$ cat src/rtl/irq_rd_pkg.sv
package irq_rd_pkg;

    typedef enum logic {
        STAT_REQ = 1'b0,
        STAT_SVC = 1'b1
    } stat_sel_e;

    typedef struct packed {
        logic poll;
        logic rd_en;
        logic rd_svc;
    } rdcmd_t;

    typedef enum logic [1:0] {
        SRC_NONE = 2'd0,
        SRC_STAT = 2'd1,
        SRC_MASK = 2'd2,
        SRC_POLL = 2'd3
    } out_src_e;

    function automatic stat_sel_e decode_sel(input logic svc_bit);
        return svc_bit ? STAT_SVC : STAT_REQ;
    endfunction

endpackage

$ cat src/rtl/irq_rd_ctl.sv
module irq_rd_ctl
    import irq_rd_pkg::*;
(
    input  logic      clk,
    input  logic      rst,
    input  logic      init_pulse,
    input  logic      sel,
    input  logic      rd_stb,
    input  logic      wr_stb,
    input  logic      addr_bit,
    input  logic      cmd_is_rdctl,
    input  rdcmd_t    cmd,
    output stat_sel_e stat_sel,
    output logic      poll_armed,
    output logic      rd_act,
    output logic      poll_ack
);

    logic rd_act_q;
    logic cmd_wr;
    logic rd_end;

    assign rd_act = sel & rd_stb;
    assign cmd_wr = sel & wr_stb & ~addr_bit & cmd_is_rdctl;
    assign rd_end = rd_act_q & ~rd_act;

    always_ff @(posedge clk) begin
        if (rst) begin
            rd_act_q   <= 1'b0;
            poll_ack   <= 1'b0;
            poll_armed <= 1'b0;
            stat_sel   <= STAT_REQ;
        end else begin
            rd_act_q <= rd_act;
            poll_ack <= rd_end & poll_armed;
            if (init_pulse) begin
                poll_armed <= 1'b0;
                stat_sel   <= STAT_REQ;
            end else begin
                if (rd_end) begin
                    poll_armed <= 1'b0;
                end
                if (cmd_wr) begin
                    if (cmd.poll) begin
                        poll_armed <= 1'b1;
                    end else if (cmd.rd_en) begin
                        stat_sel <= decode_sel(cmd.rd_svc);
                    end
                end
            end
        end
    end

endmodule

$ cat src/rtl/irq_poll_enc.sv
module irq_poll_enc #(
    parameter int NLVL = 8,
    parameter int DW   = 8
) (
    input  logic [NLVL-1:0] req,
    input  logic [NLVL-1:0] mask,
    output logic [DW-1:0]   poll_word
);

    localparam int IDXW = (NLVL > 1) ? $clog2(NLVL) : 1;

    logic [NLVL-1:0] pend;
    logic [NLVL-1:0] first;
    logic [NLVL:0]   seen;
    logic [IDXW-1:0] idx;

    assign pend    = req & ~mask;
    assign seen[0] = 1'b0;

    for (genvar gi = 0; gi < NLVL; gi++) begin : g_chain
        assign first[gi]  = pend[gi] & ~seen[gi];
        assign seen[gi+1] = seen[gi] | pend[gi];
    end

    always_comb begin
        idx = '0;
        for (int i = 0; i < NLVL; i++) begin
            if (first[i]) begin
                idx = idx | IDXW'(i);
            end
        end
    end

    always_comb begin
        poll_word = '0;
        poll_word[DW-1] = seen[NLVL];
        poll_word[IDXW-1:0] = idx;
    end

endmodule

$ cat src/rtl/irq_rd_mux.sv
module irq_rd_mux
    import irq_rd_pkg::*;
#(
    parameter int NLVL = 8,
    parameter int DW   = 8
) (
    input  logic            rd_act,
    input  logic            addr_bit,
    input  logic            poll_armed,
    input  stat_sel_e       stat_sel,
    input  logic            buffered_mode,
    input  logic [NLVL-1:0] req_reg,
    input  logic [NLVL-1:0] isr_reg,
    input  logic [NLVL-1:0] imr_reg,
    input  logic [DW-1:0]   poll_word,
    output logic [DW-1:0]   dout,
    output logic            dout_oe,
    output logic            buf_en
);

    out_src_e src;

    always_comb begin
        if (!rd_act)          src = SRC_NONE;
        else if (poll_armed)  src = SRC_POLL;
        else if (addr_bit)    src = SRC_MASK;
        else                  src = SRC_STAT;
    end

    always_comb begin
        unique case (src)
            SRC_POLL: dout = poll_word;
            SRC_MASK: dout = DW'(imr_reg);
            SRC_STAT: dout = (stat_sel == STAT_SVC) ? DW'(isr_reg) : DW'(req_reg);
            default:  dout = '0;
        endcase
    end

    assign dout_oe = (src != SRC_NONE);
    assign buf_en  = dout_oe & buffered_mode;

endmodule

$ cat src/rtl/irq_rdpath.sv
module irq_rdpath
    import irq_rd_pkg::*;
#(
    parameter int NLVL = 8,
    parameter int DW   = 8
) (
    input  logic            clk,
    input  logic            rst,
    input  logic            init_pulse,
    input  logic            sel,
    input  logic            rd_stb,
    input  logic            wr_stb,
    input  logic            addr_bit,
    input  logic            cmd_is_rdctl,
    input  logic            cmd_poll,
    input  logic            cmd_rd_en,
    input  logic            cmd_rd_svc,
    input  logic            buffered_mode,
    input  logic [NLVL-1:0] req_reg,
    input  logic [NLVL-1:0] isr_reg,
    input  logic [NLVL-1:0] imr_reg,
    output logic [DW-1:0]   dout,
    output logic            dout_oe,
    output logic            buf_en,
    output logic            poll_ack
);

    rdcmd_t          cmd;
    stat_sel_e       stat_sel;
    logic            poll_armed;
    logic            rd_act;
    logic [DW-1:0]   poll_word;

    assign cmd = '{poll: cmd_poll, rd_en: cmd_rd_en, rd_svc: cmd_rd_svc};

    irq_rd_ctl u_ctl (
        .clk          (clk),
        .rst          (rst),
        .init_pulse   (init_pulse),
        .sel          (sel),
        .rd_stb       (rd_stb),
        .wr_stb       (wr_stb),
        .addr_bit     (addr_bit),
        .cmd_is_rdctl (cmd_is_rdctl),
        .cmd          (cmd),
        .stat_sel     (stat_sel),
        .poll_armed   (poll_armed),
        .rd_act       (rd_act),
        .poll_ack     (poll_ack)
    );

    irq_poll_enc #(.NLVL(NLVL), .DW(DW)) u_enc (
        .req       (req_reg),
        .mask      (imr_reg),
        .poll_word (poll_word)
    );

    irq_rd_mux #(.NLVL(NLVL), .DW(DW)) u_mux (
        .rd_act        (rd_act),
        .addr_bit      (addr_bit),
        .poll_armed    (poll_armed),
        .stat_sel      (stat_sel),
        .buffered_mode (buffered_mode),
        .req_reg       (req_reg),
        .isr_reg       (isr_reg),
        .imr_reg       (imr_reg),
        .poll_word     (poll_word),
        .dout          (dout),
        .dout_oe       (dout_oe),
        .buf_en        (buf_en)
    );

endmodule

$ cat config.mk
export PLATFORM = sky130hd
export DESIGN_NAME = irq_rdpath
export DESIGN_NICKNAME = d
export VERILOG_FILES = /design/src/rtl/irq_rd_pkg.sv /design/src/rtl/irq_rd_ctl.sv /design/src/rtl/irq_poll_enc.sv /design/src/rtl/irq_rd_mux.sv /design/src/rtl/irq_rdpath.sv
export SDC_FILE = /design/constraint.sdc
export NUM_CORES = 1
export LEC_CHECK = 0
export BUFFER_PORTS_ARGS = -buffer_cell sky130_fd_sc_hd__buf_2
export CAP_MARGIN = 0
export CORE_ASPECT_RATIO = 0.8
export CORE_MARGIN = 2
export CORE_UTILIZATION = 33
export CTS_BUF_LIST = sky130_fd_sc_hd__clkbuf_16
export DETAILED_ROUTE_END_ITERATION = 12
export PLACE_DENSITY_LB_ADDON = 0.05
export REMOVE_ABC_BUFFERS = 1
export SLEW_MARGIN = 20
export SYNTH_ARGS = -nofsm -noshare
export SYNTH_HDL_FRONTEND = slang
export SYNTH_SLANG_ARGS = --single-unit
$ cat constraint.sdc
create_clock -name clk -period 1.7 [get_ports clk]
set_clock_uncertainty 0.2 [all_clocks]
set_input_delay 0.085 -clock clk [delete_from_list [all_inputs] [get_ports clk]]
set_output_delay 0.085 -clock clk [all_outputs]
set_load 0.02 [all_outputs]
# ---- After elaboration in Yosys (flattened, before gate mapping)
# Cells that the tools add are included.
dict set report word_totals {
  latchBits 0
  input_bits 36
  elab_cells 59
  regBits 4
  memories 0
  ram_bits 0
  out_inout_bits 11
  rom_bits 0
}
dict set report op_classes {
  add_sub_neg 0
  eq_ne 3
  n_mul 0
  div_mod_pow 0
  n_lt_le_gt_ge 0
  bitwise 33
  n_reduce_logical 3
  shift 0
  muxes 16
}
# op count
set ops {}
lappend ops {{$pmux W8 S3} 1}
lappend ops {{$and A1 B1 Y1} 14}
lappend ops {{$mux W3} 4}
lappend ops {{$mux W2} 5}
lappend ops {{$not A1 Y1} 10}
lappend ops {{$and A8 B8 Y8} 1}
lappend ops {{$mux W8} 1}
lappend ops {{$not A8 Y8} 1}
lappend ops {{$or A1 B1 Y1} 7}
lappend ops {{$mux W1} 5}
lappend ops {{$eq A2 B2 Y1 const B} 2}
lappend ops {{$reduce_and A3 Y1} 1}
lappend ops {{$eq A2 B1 Y1 const B} 1}
lappend ops {{$reduce_bool A2 Y1} 1}
lappend ops {{$reduce_or A2 Y1} 1}

# ---- Logic depth before layout (Yosys ltp)
# Gate-level depths: netlist of the first run.
dict set report depth {
  word_depth 12
  mapped_depth 5
}

# ---- Cells and area by module
# A second synthesis of the first run with hierarchy kept.
dict set report hier_totals {
  cells_unflattened 84
  area_unflattened_um2 684.4
}
# module area_per_inst_um2 cells_each n_inst seq_area_each_um2
set modules_own_cells {}
lappend modules_own_cells {irq_rd_mux 337.8 42 1 0.0}
lappend modules_own_cells {irq_poll_enc 183.9 26 1 0.0}
lappend modules_own_cells {irq_rd_ctl 162.7 16 1 80.1}

# ---- Worst setup path after synthesis of the first run
# No wires, ideal clock.
dict set report synth_timing {
  path_kind {reg-to-output}
  start {reg u_ctl.stat_sel}
  end {out dout[7]}
  t_arrival_ns 1.326
  n_path_buf 1
  path_slack_ns 0.089
  path_stages_with_launch 6
  cell_sequence {dfxtp_1 > buf_6 > mux2_4 > mux2_2 > nor2_1 > a211oi_1}
}
dict set report synth_via {
  elab_chain_cells 2
}
# item line_no
set synth_rtl {}
lappend synth_rtl {{from (decl)} irq_rd_ctl.sv:13} ;# output stat_sel_e stat_sel,
lappend synth_rtl {{from (signal assigned)} irq_rd_ctl.sv:47} ;# stat_sel <= decode_sel(cmd.rd_svc);
lappend synth_rtl {{$mux W8} irq_rd_mux.sv:34} ;# SRC_STAT: dout = (stat_sel == STAT_SVC) ? DW'(isr_reg) : DW'(req_reg);
lappend synth_rtl {{$pmux W8 S3} irq_rd_mux.sv:31} ;# unique case (src)
lappend synth_rtl {{to (decl)} irq_rdpath.sv:22} ;# output logic [DW-1:0] dout,
# Every way passes these cells.

# ---- Final worst setup path of the first run
# Ends and elaborated chain as after synthesis.

==> results of run 1 <==
## cells in the mapped netlist
cell | number | share of area
sky130_fd_sc_hd__a211oi_1 | 1 | 0.014
sky130_fd_sc_hd__a21oi_1 | 8 | 0.074
sky130_fd_sc_hd__a31oi_1 | 1 | 0.012
sky130_fd_sc_hd__and3_1 | 2 | 0.023
sky130_fd_sc_hd__buf_6 | 2 | 0.042
sky130_fd_sc_hd__clkbuf_1 | 1 | 0.0069
sky130_fd_sc_hd__dfxtp_1 | 4 | 0.15
sky130_fd_sc_hd__inv_1 | 2 | 0.014
sky130_fd_sc_hd__inv_2 | 1 | 0.0069
sky130_fd_sc_hd__mux2_2 | 1 | 0.021
sky130_fd_sc_hd__mux2_4 | 1 | 0.028
sky130_fd_sc_hd__mux2i_1 | 8 | 0.15
sky130_fd_sc_hd__nand2_1 | 7 | 0.049
sky130_fd_sc_hd__nand2b_1 | 7 | 0.081
sky130_fd_sc_hd__nand4_1 | 1 | 0.012
sky130_fd_sc_hd__nand4b_4 | 1 | 0.044
sky130_fd_sc_hd__nor2_1 | 14 | 0.097
sky130_fd_sc_hd__nor2b_1 | 3 | 0.035
sky130_fd_sc_hd__nor3_1 | 3 | 0.028
sky130_fd_sc_hd__nor3_2 | 1 | 0.018
sky130_fd_sc_hd__nor3b_2 | 1 | 0.023
sky130_fd_sc_hd__nor4_1 | 1 | 0.012
sky130_fd_sc_hd__o211ai_1 | 2 | 0.028
sky130_fd_sc_hd__o21ai_0 | 2 | 0.018
sky130_fd_sc_hd__o21ai_1 | 1 | 0.0092
sky130_fd_sc_hd__o22ai_1 | 1 | 0.012
## stage by stage
step | setup TNS [ns] | worst slack [ns] | total power, mW
after floorplan | -0.0615 | -0.0615 | 0.165
after global routing | -0.135 | -0.0612 | 0.640
after global placement | 0 | 0.220 | 0.234
after detailed placement | 0 | 0.197 | 0.235
final | -0.0115 | -0.0115 | 0.608
after CTS | -0.0105 | -0.0105 | 0.609
## cell type report
type	count	area, um^2
clock buffer	3	75.1
tap	22	27.5
inverter	3	11.3
sequential	4	81.3
multi-input combinational	67	434
fill	162	671
timing repair buffer	51	278
## worst min-delay path by stage
stage	from	end	slack [ns]	cells after the start
floorplan	rst	u_ctl.rd_act_q	-0.04	1
detailed placement	init_pulse	u_ctl.stat_sel	0.07	2
finish	cmd_poll	u_ctl.poll_armed	0.08	5
global placement	init_pulse	u_ctl.poll_armed	0.07	2
CTS	rd_stb	u_ctl.rd_act_q	0.05	3
global route	rd_stb	u_ctl.rd_act_q	0.12	3
## registers in the layout, indices dropped and copies added, names as in the netlist
register / flops
u_ctl.rd_act_q: 1
u_ctl.poll_armed: 1
u_ctl.stat_sel: 1
u_ctl.poll_ack: 1
## metal layers
| metal | vias up | track usage | share of wire |
|---|---|---|---|
| met5 | - | 0 | 0 |
| met4 | 0 | 0.107 | 0.017 |
| met3 | 4 | 0.0672 | 0.10 |
| met2 | 33 | 0.291 | 0.43 |
| met1 | 302 | 0.194 | 0.45 |
| li1 | 374 | - | - |
## logic make-up after synthesis
group / Yosys count / synth area share
and+or+nand+nor: 41 / 0.420
muxes: 10 / 0.196
buffers and inverters: 6 / 0.0693
AOI/OAI and AO/OA: 16 / 0.166
DFF: 4 / 0.148
## tightest hold or removal path: stages
cell,delay [ns]
sky130_fd_sc_hd__buf_2,0.11
sky130_fd_sc_hd__inv_1,0.05
sky130_fd_sc_hd__nor2_1,0.05
sky130_fd_sc_hd__a21oi_1,0.11
sky130_fd_sc_hd__nor3_1,0.06
## power groups by stage
| stage | Combinational (mW) | Sequential [mW] | Clock (mW) |
|---|---|---|---|
| 3_3_place_gp | 0.136 | 0.0975 | 0 |
| 6_report | 0.144 | 0.0963 | 0.368 |
| 4_1_cts | 0.142 | 0.0963 | 0.371 |
| 5_1_grt | 0.160 | 0.0963 | 0.383 |
| 3_5_place_dp | 0.137 | 0.0975 | 0 |
| 2_1_floorplan | 0.0676 | 0.0975 | 0 |
## repair_timing
| item | CTS | global route |
|---|---|---|
| hold buffers | 3 | 0 |
| endpoints found under the setup margin | 2 | 5 |
| gates resized for setup | 1 | 3 |
| gates cloned | 0 | 0 |
| hold endpoints to repair | 4 | 0 |
==> results.txt, run 1 <==
- Design internal power: 0.465 mW
* Netlist area before placement: 542 um^2
* Worst hold path type: in2reg
- Port buffering added 46 buffers.
- H-tree level count: 1
- The library cells used most frequently in the layout, excluding fill and tap cells, are 45 x sky130_fd_sc_hd__buf_2, 14 x sky130_fd_sc_hd__nor2_1, 8 x sky130_fd_sc_hd__mux2i_1.
* Number of instances in the synthesized netlist: 77
* Pin count of the biggest net entering global routing: 17
- The placed instances occupy a cell area of 788 um^2.
- For this run, the register share of the synthesized area comes to 0.148.
- The worst setup path is captured at a primary output.
- The finished cells cover 907 um^2.
* Power per standard cell area: 671 mW/mm^2
* Antenna Nets Post-Route: 0
* Logic pwr share: 0.236
- Post-route worst setup slack: -0.0115 ns
* Stages on the worst setup path: 5
* Final weighted congestion of routability-driven global placement: 0.808
- Clock latency on the worst-skew pair, taken at its later pin, is 0.23 ns.
- The run finished, with violations left.
- At the worst endpoint, the required time is 1.41 ns.
* Total I/O pin count: 47
- During synthesis, Yosys emitted a total of 0 warnings.
- Horizontal die dimension: 49.3 um
- The area growth from synthesis to layout is 67.4%.
- Hold timing on the final database bottoms out at a slack of 0.0836 ns.
* Slowest cell on the critical path: sky130_fd_sc_hd__dfxtp_2
* Stage delay of the slowest cell on the critical path: 0.34 ns
- The first global-routing pass estimated 2410 um of wire.
* CTS tree: built
- Timing would allow up to 584 MHz.
- The die covers 0.00198 mm^2.
- The final route contains 713 vias.
- Die Y-Extent: 40.2 um
- Beginning of the worst register-to-register path: u_ctl.stat_sel
* Category of cells accounting for the largest share of critical-path delay: multiplexers
* Worst-case vdd ir drop: 0.000380 V
* MaxCap Viol Count: 0
- In this run, CTS created clock tree buffers numbering 3.
- DRC errors left: 0
* Net switching power of the design: 0.143 mW
- Detailed placement ended at an HPWL of 1310 um.
- For the pin with the worst max-slew slack, the measured transition is 0.312 ns.
- Summed over all cells, the static leakage comes to 0.450 nW.
- Leaving out fill and tap cells, the most frequent cell in the layout is sky130_fd_sc_hd__buf_2.
* Pre-Repair DR Iteration Count: 3
- Maximum fanout along the worst path: 3
- For the worst setup path, the data arrival time is 1.43 ns.
* Final critical-path share of the clock period: 1.01
- The number of antenna violations at the first check in global routing came to 0.
- Of the total power, the share spent switching nets is 0.235.
* Distinct cells, synth: 26
- The checks that failed: negative setup slack.
- Hold Fails Final Rpt: 0
- Start-to-end type of the worst setup path: reg2out
- Buffering stage count on the worst path with inverters included: 1
- The worst pin sits at a relative slew slack of 0.792.
- The first routing iteration left 15 violations.
- In the global route stage, overall resource usage came out at 0.173.
- After detailed routing, the average wire length per cell comes to 10.9 um.
- The floorplan has 13 rows.
- The endpoint identified for the worst register-to-register timing path is u_ctl.stat_sel.
* Vias per cell: 4.75
* Cell-by-cell listing of the critical path: mux2_4 -> mux2_2 -> nor2_1 -> a211oi_1 -> buf_2
* Layout cells sized above 1: 0.461
- Initial core utilization: 0.343
- Count of final setup violators: 1
- Crit path launch: u_ctl.stat_sel
- 0 antenna diodes ended up in the layout.
- Clk slew on worst S/H paths: 0.03 ns
- End-of-flow core utilization: 0.575
- Part of the total power dissipated in sequential elements: 0.158
- The via count of the first global-routing pass was 558.
* Clock tree sinks: 4
- In this run the standard cell core region covers 0.00158 mm^2.
* Synthesized area per cell: 7.04 um^2
- R2R depth: 4
* Flip-flop and latch count after synthesis: 4
- Overflow left after global routing: 0
- Non-filler instance count after layout: 150
- Clock root cell: sky130_fd_sc_hd__clkbuf_16
* Clock network fraction of design power: 0.605
* Final layout net count: 166
- Worst Setup Start Kind: flop
* Slew Limit Fails: 0
- In this run, placement finished with an instance count of 144.
* Maximum number of buffers from clock root to sink: 2
* Post-CTS setup buffers: 0
- Setup repair after global routing could not meet its margin everywhere.
- The critical path ends at dout[7].
* DRT Wirelength: 1630 um
- In this run the register-to-register setup slack is 0.16 ns.
* Minimum clock period after layout: 1.71 ns
Note: power is estimated with default switching activity, not from simulation.
==> run 2: changes to the inputs <==
==> constraint.sdc (replaced) <==
create_clock -name clk -period 1.7 [get_ports clk]
set_clock_uncertainty 0.2 [all_clocks]
set_input_delay 0.34 -clock clk [delete_from_list [all_inputs] [get_ports clk]]
set_output_delay 0.34 -clock clk [all_outputs]
set_load 0.02 [all_outputs]
==> results.txt, run 2 (synthesis gave the netlist of run 1 again) <==
* Outcome: finished with violations
- The checks that failed: negative setup slack.
* Clk slew on worst S/H paths: 0.03 ns (about the same)
- The number of nets still failing antenna checks after routing was 0 (unchanged).
- Wire per inst: 11.1 um (+2.0%)
* Clock tree sinks: 4 (unchanged)
- Element type at the critical path end: primary output
- Pin count of the biggest net entering global routing: 13 (-4)
- The max-capacitance violation count is 0 (unchanged).
* Final layout net count: 177 (+6.6%)
- Full die area: 0.00198 mm^2 (unchanged)
- The area growth from synthesis to layout is 84.8%.
* Via count of the first global-routing pass: 629 (+13%)
- Clock root cell: sky130_fd_sc_hd__clkbuf_16
* ANT cells: 0 (unchanged)
- The largest driver fanout on the critical path is 3 (unchanged).
* Worst Setup Start Kind: flop
- Clock latency reported for the late side of the worst-skew pair: 0.22 ns (about the same)
- Beginning of the worst hold path: init_pulse
- The pin slew with the least headroom to its limit came to 0.342 ns (+0.0303 ns).
- Final HPWL from detailed placement: 1450 um (+10%)
* Data required time at the worst endpoint: 1.16 ns (-0.25 ns)
- Total I/O pin count: 47 (unchanged)
- The final critical-path share of the clock period came to 1.17 (+0.167).
- The cell area power density came to 624 mW/mm^2 (-7.0%).
- The number of H-tree levels was 1 (unchanged).
- The sum of internal, switching and leakage power is 0.625 mW (+2.7%).
- The share of layout cells above drive strength 1 is 0.525 (+0.0642).
* Final weighted congestion of routability-driven global placement: 0.770 (-4.7%)
- Initial core utilization: 0.343 (unchanged)
- Worst hold path type: in2reg
- The leakage power summed over all cells is 0.506 nW (+12%).
- Number of buffers added on ports: 46 (unchanged)
- The number of endpoints with negative hold slack in the final report came to 0 (unchanged).
- The post-detailed-route DRC marker count came to 0 (unchanged).
- Cts-stage hold buffer count: 0 (-3)
- Setup repair after global routing could not meet its margin everywhere.
* End-of-flow core utilization: 0.634 (+0.0595)
- Maximum number of buffers from clock root to sink: 2 (unchanged)
- Normalized max-slew margin: 0.771 (-0.0203)
- Fill cell count: 156 (-3.7%)
- The final-report setup violation count came to 8 (+7).
- Footprint of the multi-input gates: 434 um^2 (unchanged)
- Horizontal die dimension: 49.3 um (unchanged)
- The via density per instance came to 4.73 (-0.43%).
- Most frequent cells in the layout: 45 x sky130_fd_sc_hd__buf_2, 15 x sky130_fd_sc_hd__buf_4, 14 x sky130_fd_sc_hd__nor2_1
* Number of CTS-inserted buffers: 3 (unchanged)
* Start-to-end type of the worst setup path: reg2out
* Most frequent standard cell in the layout excluding fill and tap cells: sky130_fd_sc_hd__buf_2
- The global route total overflow was 0 (unchanged).
- Sequential Area: 83.8 um^2 (+3.1%)
* Crit path launch: u_ctl.stat_sel
- The total number of placement rows was 13 (unchanged).
- The total routing resource utilization after global routing came to 0.177 (+0.00334).
- The area of the core is 0.00158 mm^2 (unchanged).
- Arrival time of data at the critical path endpoint: 1.46 ns (+0.03 ns)
- DRT iter0 DRCs: 5 (-10)
- Beginning of the worst register-to-register path: u_ctl.stat_sel
- The time the worst path needs with I/O delays and setup came to 2.00 ns (+0.284 ns).
* Die Y-Extent: 40.2 um (unchanged)
- The number of detailed-routing iterations run before antenna repair is 4 (+1).
- Slew Limit Fails: 0 (unchanged)
- DRT Wirelength: 1790 um (+9.5%)
* CTS tree: built
- Post-route worst setup slack: -0.296 ns (-0.284 ns)
- The global-route wire length before repair was 2550 um (+6.0%).
* Worst-case vdd ir drop: 0.000418 V (+10%)
- Vias after detailed routing: 762 (+6.9%)
* Highest Clock Rate: 501 MHz (-14%)
- The number of antenna violations at the first check in global routing came to 0 (unchanged).
## run 2: metal layers
metal | global-route usage | share of wire
met1 | 0.205 | 0.45
met2 | 0.331 | 0.47
met3 | 0.0410 | 0.074
met4 | 0.0643 | 0
met5 | 0 | 0
## run 2: stage by stage
step                setup WS [ns]  setup TNS [ns]  instances  area, um^2  hold WS (ns)
global route               -0.343           -2.10        161        1000         0.107
CTS                        -0.294           -1.62        161         997        0.0941
global placement           -0.107          -0.285        157         898         0.247
detailed placement         -0.117          -0.300        157         898         0.253
floorplan                  -0.316          -0.328         74         515         0.212
finish                     -0.296           -1.61        161        1000         0.101
## run 2: timing repair
| action | 4_1_cts | 5_1_grt |
|---|---|---|
| resized for setup | 5 | 2 |
| endpoints found under the setup margin | 8 | 8 |
| buffers inserted | 1 | 1 |
| endpoints found under the hold margin | 0 | 0 |
| pin swaps | 0 | 2 |
## run 2: where the power goes
part / switching (mW) / internal, mW / total (mW) / leakage, nW
clock: 0.0623 / 0.300 / 0.362 / 0.0370
combinational: 0.0802 / 0.0872 / 0.167 / 0.435
sequential: 0.000489 / 0.0943 / 0.0948 / 0.0332
total: 0.143 / 0.482 / 0.625 / 0.506
## run 2: area by class of cell
class / count / share of cell area
clock buffer: 3 / 0.0750
inverter: 3 / 0.0113
multi-input combinational: 67 / 0.434
sequential: 4 / 0.0837
tap: 22 / 0.0275
timing repair buffer: 62 / 0.369
## run 2: worst paths after layout
check / slack [ns] / endpoint / cells after the start
max: -0.30 / dout[7] / 5
min: 0.10 / u_ctl.poll_armed / 2
max reg2reg: 0.56 / u_ctl.stat_sel / 4
min reg2reg: 0.26 / u_ctl.poll_ack / 2
## run 2: worst max-delay path, cell delays in order, from the launching register on
cell	delay (ns)
sky130_fd_sc_hd__dfxtp_4	0.36
sky130_fd_sc_hd__mux2_4	0.29
sky130_fd_sc_hd__mux2_2	0.26
sky130_fd_sc_hd__nor2_1	0.09
sky130_fd_sc_hd__a211oi_1	0.05
sky130_fd_sc_hd__buf_2	0.17
==> run 3: changes to the inputs <==
--- a/config.mk
+++ b/config.mk
@@ -7,9 +7,9 @@
 export LEC_CHECK = 0
 export BUFFER_PORTS_ARGS = -buffer_cell sky130_fd_sc_hd__buf_2
 export CAP_MARGIN = 0
-export CORE_ASPECT_RATIO = 0.8
+export CORE_ASPECT_RATIO = 1.5
 export CORE_MARGIN = 2
-export CORE_UTILIZATION = 33
+export CORE_UTILIZATION = 23
 export CTS_BUF_LIST = sky130_fd_sc_hd__clkbuf_16
 export DETAILED_ROUTE_END_ITERATION = 12
 export PLACE_DENSITY_LB_ADDON = 0.05
==> results.txt, run 3 (synthesis gave the netlist of run 1 again) <==
- Overflow left after global routing: 0 (unchanged)
* Initial core utilization: 0.243 (-0.101)
- Worst Setup Start Kind: flop
- Global-route track usage on met2: 0.244 (-0.0866)
* Pre-Repair DR Iteration Count: 4 (unchanged)
- Number of buffers added on ports: 46 (unchanged)
- The placed instance area is 905 um^2 (+0.70%).
- Pin count of the biggest net entering global routing: 16 (+3)
- The routed wire length is 1720 um (-3.5%).
- Post-Route Hold Slack: 0.0982 ns (-0.00306 ns)
- The maximum buffer depth of the clock tree is 2 (unchanged).
- Data required time at the worst endpoint: 1.16 ns (about the same)
- The final-report setup violation count is 8 (unchanged).
- Initial antenna violation count: 0 (unchanged)
- Setup repair after global routing could not meet its margin everywhere.
- The number of filler instances in the final layout is 218 (+40%).
* Measured slew at the worst slew-check pin: 0.329 ns (-0.0136 ns)
- Hold Fails Final Rpt: 0 (unchanged)
- Most frequent cells in the layout: 42 x sky130_fd_sc_hd__buf_2, 15 x sky130_fd_sc_hd__buf_4, 13 x sky130_fd_sc_hd__nor2_1
* Worst hold path type: in2reg
- Vias after detailed routing: 748 (-1.8%)
- CTS tree: built
- The achievable clock frequency came to 506 MHz (+0.95%).
- Final layout net count: 176 (-0.56%)
- The largest driver fanout on the critical path is 2 (-1).
- The total number of placement rows is 21 (+8).
- Standby leakage power: 0.514 nW (+1.6%)
* Normalized max-slew margin: 0.779 (+0.00752)
- The post-detailed-route DRC marker count was 0 (unchanged).
- Most frequent standard cell in the layout excluding fill and tap cells: sky130_fd_sc_hd__buf_2
* Number of CTS-inserted buffers: 3 (unchanged)
- End-of-flow core utilization: 0.470 (-0.164)
- Slew Limit Fails: 0 (unchanged)
- R2R Setup Slk: 0.71 ns (+0.15 ns)
- Outcome: finished with violations
- The number of H-tree levels is 1 (unchanged).
- GR Util met3: 0.0172 (-0.0239)
- The area of all placed cells without fillers came to 0.00105 mm^2 (+4.9%).
- The final worst slack is -0.277 ns (+0.0187 ns).
* Clk slew on worst S/H paths: 0.03 ns (about the same)
- The worst setup path is captured at a primary output.
* Met1 Resource Use GR: 0.147 (-0.0577)
- Clock tree sinks: 4 (unchanged)
* Vias per cell: 4.65 (-1.8%)
* Synth-to-Final Area Change: 93.8%
- The share of layout cells above drive strength 1 was 0.543 (+0.0183).
- ANT cells: 0 (unchanged)
- Worst-case vdd ir drop: 0.000419 V (+0.11%)
- The cell area power density came to 602 mW/mm^2 (-3.5%).
* Final HPWL from detailed placement: 1490 um (+2.9%)
* Cts-stage hold buffer count: 0 (unchanged)
* Antenna Nets Post-Route: 0 (unchanged)
* Arrival time of data at the critical path endpoint: 1.44 ns (-0.02 ns)
* Minimum clock period after layout: 1.98 ns (-0.0187 ns)
- Clock root cell: sky130_fd_sc_hd__clkbuf_16
- After global routing, the most crowded layer is met2.
- The overall die height was 63.4 um (+58%).
- By startpoint and endpoint, the worst setup path is classified as reg2out.
- The via count of the first global-routing pass came to 713 (+13%).
- The total I/O pin count came to 47 (unchanged).
- Clock latency reported for the late side of the worst-skew pair: 0.22 ns (about the same)
* Full die area: 0.00277 mm^2 (+40%)
- DRT iter0 DRCs: 12 (+7)
- The final critical-path share of the clock period is 1.16 (-0.0110).
- The area of the core is 0.00223 mm^2 (+42%).
- Horizontal die dimension: 43.6 um (-12%)
* Wire per inst: 10.7 um (-3.5%)
- The global-route wire length before repair is 2900 um (+14%).
- Global Route Usage Sum: 0.134 (-0.0425)
- Final weighted congestion of routability-driven global placement: 0.725 (-5.9%)
* MaxCap Viol Count: 0 (unchanged)
- Violated checks: negative setup slack
[run 3: final cells by class]
cell class                      instances  area [um^2]  share of cell area
Timing Repair Buffer                   61          398               0.379
Multi-Input combinational cell         67          453               0.431
Sequential cell                         4         83.8              0.0799
Tap cell                               23         28.8              0.0274
Inverter                                3         11.3              0.0107
Clock buffer                            3         75.1              0.0715
[run 3: final timing paths]
kind,start,endpoint,depth (start not counted)
worst max-delay path,u_ctl.stat_sel,dout[7],5
worst min-delay path,init_pulse,u_ctl.stat_sel,2
worst max register to register,u_ctl.stat_sel,u_ctl.stat_sel,3
worst min register to register,u_ctl.rd_act_q,u_ctl.poll_ack,2
[run 3: metal layers]
layer	share of wire	routed length, um	up-vias
met3	0.076	131	0
met2	0.54	926	30
li1	-	-	395
met1	0.39	667	323
met5	0	0	-
met4	0	0	0
[run 3: critical path, stage by stage, from the launching register on]
cell and delay [ns]:
sky130_fd_sc_hd__dfxtp_4 0.35, sky130_fd_sc_hd__mux2_4 0.29, sky130_fd_sc_hd__mux2_4 0.28, sky130_fd_sc_hd__nor2_4 0.08, sky130_fd_sc_hd__a211oi_2 0.04, sky130_fd_sc_hd__buf_4 0.17
[run 3: through the flow]
step	setup slack [ns]	TNS (ns)	power, mW	cells
final	-0.277	-1.53	0.632	161
after global routing	-0.322	-2.21	0.666	161
after CTS	-0.277	-1.58	0.633	160
after detailed placement	-0.114	-0.539	0.261	157
after global placement	-0.122	-0.497	0.258	157
after floorplan	-0.316	-0.328	0.165	74
[run 3: repair_timing]
action,CTS,global route
resized for setup,4,11
pin swaps,1,3
setup buffers,0,1
endpoints found under the setup margin,8,8
endpoints found under the hold margin,0,0
[run 3: report_power, final]
group / switching, mW / total (mW) / internal [mW]
Sequential: 0.000476 / 0.0947 / 0.0942
Clock: 0.0653 / 0.366 / 0.300
Combinational: 0.0811 / 0.172 / 0.0906
